File: src/rtl/burst_col_pkg.sv
package burst_col_pkg;
   // Length field codes held in mode bits 2:0
   typedef enum logic [2:0] {
      LEN_1    = 3'b000,
      LEN_2    = 3'b001,
      LEN_4    = 3'b010,
      LEN_8    = 3'b011,
      LEN_PAGE = 3'b111
   } len_code_e;

   // Decoded burst shape
   typedef struct packed {
      logic full;  // full-page burst
      logic ilv;   // interleaved ordering
      logic bad;   // full page with interleaved was requested
   } burst_kind_t;
endpackage

File: src/rtl/burst_mode_dec.sv
module burst_mode_dec
   import burst_col_pkg::*;
#(
   parameter int COL_W = 8
) (
   input  logic [3:0]       mode_bits,
   output logic [COL_W-1:0] span_mask,
   output burst_kind_t      kind
);
   len_code_e code;

   always_comb begin
      code      = len_code_e'(mode_bits[2:0]);
      span_mask = '0;
      kind      = '0;
      case (code)
         LEN_2:    span_mask = COL_W'(1);
         LEN_4:    span_mask = COL_W'(3);
         LEN_8:    span_mask = COL_W'(7);
         LEN_PAGE: begin
            span_mask = '1;
            kind.full = 1'b1;
         end
         default:  span_mask = '0;   // length 1, reserved codes included
      endcase
      // Full page always runs in sequential order
      kind.ilv = mode_bits[3] & ~kind.full;
      kind.bad = mode_bits[3] &  kind.full;
   end
endmodule

File: src/rtl/burst_addr_gen.sv
module burst_addr_gen #(
   parameter int COL_W = 8
) (
   input  logic [COL_W-1:0] base,
   input  logic [COL_W-1:0] beat,
   input  logic [COL_W-1:0] span_mask,
   input  logic             ilv,
   output logic [COL_W-1:0] col
);
   logic [COL_W-1:0] seq_sum;

   // A carry out of the masked bits never reaches back into them, so the
   // low bits of the sum wrap inside the aligned block.
   assign seq_sum = base + beat;

   for (genvar b = 0; b < COL_W; b++) begin : g_bit
      assign col[b] = span_mask[b] ? (ilv ? (base[b] ^ beat[b]) : seq_sum[b])
                                   : base[b];
   end
endmodule

File: src/rtl/burst_col_seq.sv
module burst_col_seq
   import burst_col_pkg::*;
#(
   parameter bit X16_ORG = 1'b1,
   parameter int COL_W   = X16_ORG ? 8 : 9
) (
   input  logic             clk,
   input  logic             rst_n,
   input  logic             mode_load,
   input  logic [3:0]       mode_bits,
   input  logic             start,
   input  logic [COL_W-1:0] start_col,
   input  logic             stop,
   output logic [COL_W-1:0] col_out,
   output logic             col_valid,
   output logic             col_last,
   output logic             mode_err
);
   localparam int PAGE_COLS = 1 << COL_W;

   if (COL_W != (X16_ORG ? 8 : 9)) begin : g_bad_width
      $error("burst_col_seq: COL_W does not match the organization");
   end
   if (PAGE_COLS < 8) begin : g_bad_page
      $error("burst_col_seq: page shorter than the longest fixed burst");
   end

   logic [COL_W-1:0] dec_mask;
   burst_kind_t      dec_kind;

   logic [COL_W-1:0] mode_mask_q;
   burst_kind_t      mode_kind_q;
   logic             err_q;

   logic             run_q;
   logic [COL_W-1:0] base_q;
   logic [COL_W-1:0] beat_q;
   logic [COL_W-1:0] mask_q;
   logic             full_q;
   logic             ilv_q;

   logic [COL_W-1:0] gen_col;
   logic             at_end;

   burst_mode_dec #(.COL_W(COL_W)) u_dec (
      .mode_bits (mode_bits),
      .span_mask (dec_mask),
      .kind      (dec_kind)
   );

   // Mode storage
   always_ff @(posedge clk) begin
      if (!rst_n) begin
         mode_mask_q <= '0;
         mode_kind_q <= '0;
         err_q       <= 1'b0;
      end else if (mode_load) begin
         mode_mask_q <= dec_mask;
         mode_kind_q <= dec_kind;
         err_q       <= err_q | dec_kind.bad;
      end
   end

   assign at_end = run_q & ~full_q & (beat_q == mask_q);

   // Burst state
   always_ff @(posedge clk) begin
      if (!rst_n) begin
         run_q  <= 1'b0;
         base_q <= '0;
         beat_q <= '0;
         mask_q <= '0;
         full_q <= 1'b0;
         ilv_q  <= 1'b0;
      end else if (start) begin
         run_q  <= 1'b1;
         base_q <= start_col;
         beat_q <= '0;
         mask_q <= mode_mask_q;
         full_q <= mode_kind_q.full;
         ilv_q  <= mode_kind_q.ilv;
      end else if (run_q) begin
         if (stop || at_end) begin
            run_q <= 1'b0;
         end else begin
            beat_q <= beat_q + 1'b1;   // wraps with the page in full-page mode
         end
      end
   end

   burst_addr_gen #(.COL_W(COL_W)) u_gen (
      .base      (base_q),
      .beat      (beat_q),
      .span_mask (mask_q),
      .ilv       (ilv_q),
      .col       (gen_col)
   );

   assign col_out   = run_q ? gen_col : '0;
   assign col_valid = run_q;
   assign col_last  = at_end;
   assign mode_err  = err_q;
endmodule

File: config.mk
export PLATFORM = sky130hd
export DESIGN_NAME = burst_col_seq
export DESIGN_NICKNAME = d
export VERILOG_FILES = /design/src/rtl/burst_col_pkg.sv /design/src/rtl/burst_mode_dec.sv /design/src/rtl/burst_addr_gen.sv /design/src/rtl/burst_col_seq.sv
export SDC_FILE = /design/constraint.sdc
export NUM_CORES = 1
export LEC_CHECK = 0
export BUFFER_PORTS_ARGS = -buffer_cell sky130_fd_sc_hd__buf_2
export CORE_MARGIN = 2
export CORE_UTILIZATION = 55
export CTS_CLUSTER_SIZE = 8
export DETAILED_ROUTE_END_ITERATION = 12
export PLACE_DENSITY = 0.85
export SKIP_CTS_REPAIR_TIMING = 1
export SYNTH_ARGS = -nofsm -noshare
export SYNTH_HDL_FRONTEND = slang
export SYNTH_SLANG_ARGS = --single-unit
File: constraint.sdc
create_clock -name clk -period 2.3 [get_ports clk]
set_input_delay 0.46 -clock clk [delete_from_list [all_inputs] [get_ports clk]]
set_output_delay 0.46 -clock clk [all_outputs]
set_load 0.03 [all_outputs]
==> results.yml <==
layout:
  nets: 236
  synthToLayoutAreaGrowth_pct: 24.48
  design_area_sq_mm: 0.002011
  drive_gt1_frac: 0.3349
  final_cell_mix: "dfxtp_1 (23), buf_2 (20), mux2i_1 (18)"
  final_common_cell: "dfxtp_1"
  diodes: 0
floorplan:
  die_w_um: 58.20
  dieArea_sq_mm: 0.003387
  start_util: 0.5807
  die_h_um: 58.20
  io-pin-count: 28
  rows: 19
  core_area_sq_mm: 0.002781
placed_design:
  placed_area_sq_mm: 0.001844
  hpwl_um: 2731
  io_buffers: 27
  place_congestion: 0.8006
min_path:
  holdCritPathClass: "in2reg"
run_status:
  violations: "setup timing"
  status: "finished, violations left"
pwr:
  p_sw_frac: 0.2553
  pwr-share-comb: 0.153
  power.density_mw_per_mm2: 498.8
  p_leak_nw: 0.8262
  internal_power_uw: 746.9
  clockPowerShare: 0.328
  power.switching_uw: 256.1
  p_seq_frac: 0.519
  irDropWorstVdd_v: 0.0005761
  finalPower_mw: 1.003
logic_synthesis:
  ys_seq_elements: 28
  postSynthAreaPerCell_sq_um: 9.126
  async_flop_share: 0
  synth_edf_count: 0
  synthCells: 177
  synthFlopType: "dfxtp_1"
  ys_types: 36
  yosysWarningCount: 0
  synth.cell_area_sq_mm: 0.001615
  synth_fp_nets: 203
  ys_seq_area_frac: 0.3470
setup_path:
  critPathRequiredTime_ns: 1.84
  cp_max_fo: 2
  cp.arrival_ns: 2.24
  cp_top_family: "adder cells"
  crit_path_end_kind: "output port"
  crit_type: "reg2out"
  cp-start-kind: "flop"
  worstPathCellList: "ha_4, fa_2, a211oi_4, o32ai_2, xor2_1, mux2i_1, nor2_2, buf_6"
  cp_num_buf_inv: 1
  slowest_stage: "fa_2"
  max_stage_delay_ns: 0.39
sta:
  hold_violations: 0
  slew-limit-headroom: 0.7057
  drv_slew: 0
  finalHoldWorstSlack_ns: 0.3669
  fin_ws_ns: -0.3962
  period_needed_ns: 2.696
  tns_ns: -1.655
  fin_crit_sh: 1.172
  setup_viol: 7
  worst_pin_slew_ns: 0.4409
  skew_ns: 0.002637
  rsz0062_at_grt: "true"
  clock.fmax_ghz: 0.3709
clocking:
  clock_sinks: 28
  cts_buffers: 3
  cts.path.max_buffers: 2
  cts_tree: "built"
  clk_pin_slew_ns: 0.15
  cts_root_buf: "clkbuf_4"
  clock_latency_ns: 0.34
  htree_levels: 1
global_route:
  grt_max_degree: 22
  grt-ovfl-total: 0
  grt_usage: 0.2344
  antenna_found_initial: 0
  grt_first_pass_wirelength_um: 6168
  first_global_vias: 1461
route:
  drt-total-wl_um: 3849
  wl_per_cell_um: 16.04
  wl_met1_um: 1595
  routed.top_layer: "met4"
  remaining_drc_errors: 0
  wl_met3_um: 185
  viasPerCell: 5.813
  dr.pass1.iters: 4
  drt_iter0_markers: 28
  wl_met2_um: 1952
  antenna_left: 0
  num_vias: 1395
run:
  cap_violations: 0
metrics by stage:
step             util  worst slack (ns)  cells
2_1_floorplan       -          -0.01177    177
3_3_place_gp   0.6631          -0.02502    235
3_5_place_dp   0.6631          -0.09983    235
4_1_cts        0.6820           -0.5140    239
5_1_grt        0.7229           -0.4485    240
6_report       0.7229           -0.3962    240
synth_stat cells, drive strengths merged, types with 3 or more instances:
master   n  area share
a211oi   7       0.036
a21boi   3       0.014
a21oi    6       0.019
buf      4       0.014
clkbuf   3      0.0070
dfxtp   28        0.35
ha       8       0.062
inv      6       0.014
mux2i   18        0.11
nand2    4      0.0093
nand3    5       0.019
nand4    4       0.015
nor2    20       0.048
nor2b   16       0.062
nor3     4       0.012
o21ai    7       0.024
o21bai   3       0.014
xnor2    9       0.049
xor2     6       0.033
state kept, by name (all words and copies together), names as in the netlist:
| register | flops |
|---|---|
| base_q | 8 |
| ilv_q | 1 |
| mask_q | 4 |
| beat_q | 8 |
| col_valid | 1 |
| mode_mask_q | 4 |
| mode_kind_q | 1 |
| mode_err | 1 |
logic make-up after synthesis:
| kind of cell | synth area share |
|---|---|
| adder cells (fa/ha/maj) | 0.07436 |
| buffers and inverters | 0.03485 |
| flip-flops | 0.3470 |
| multiplexers | 0.1185 |
| XOR/XNOR | 0.08133 |
| AND/OR/NAND/NOR | 0.2138 |
| AO/OA/AOI/OAI | 0.1301 |
worst min-delay path: stages:
cell	delay, ns
buf_2	0.07
mux2i_1	0.06
nor2b_1	0.09
per-layer routing:
layer,up-vias,global-route usage
met5,-,0
met4,0,0.1362
met3,14,0.03125
met2,49,0.4123
met1,649,0.2701
li1,683,-
layout make-up:
| cell class | count | area, sq um |
|---|---|---|
| multi-input cells | 136 | 1107 |
| flip-flops and latches | 28 | 569.3 |
| clock inverters | 1 | 30.03 |
| well taps | 31 | 38.79 |
| inverters | 6 | 22.52 |
| repair buffers | 35 | 220.2 |
| clock buffers | 3 | 22.52 |
| fillers | 201 | 770.7 |
final timing paths:
| check | slack (ns) | cells past startpoint | from | to |
|---|---|---|---|---|
| min | 0.37 | 3 | start_col[1] | base_q[1] |
| max | -0.40 | 8 | base_q[0] | col_out[6] |
| min reg2reg | 0.50 | 2 | mode_mask_q[2] | mode_mask_q[2] |
| max reg2reg | 0.76 | 5 | beat_q[3] | beat_q[1] |
power groups by stage:
stage	clock network [mW]	registers, mW	logic [mW]
3_3_place_gp	0	0.528	0.136
2_1_floorplan	0	0.527	0.101
3_5_place_dp	0	0.529	0.143
6_report	0.329	0.520	0.153
4_1_cts	0.330	0.519	0.143
5_1_grt	0.347	0.523	0.169
Power figures use the tool's default switching activity.
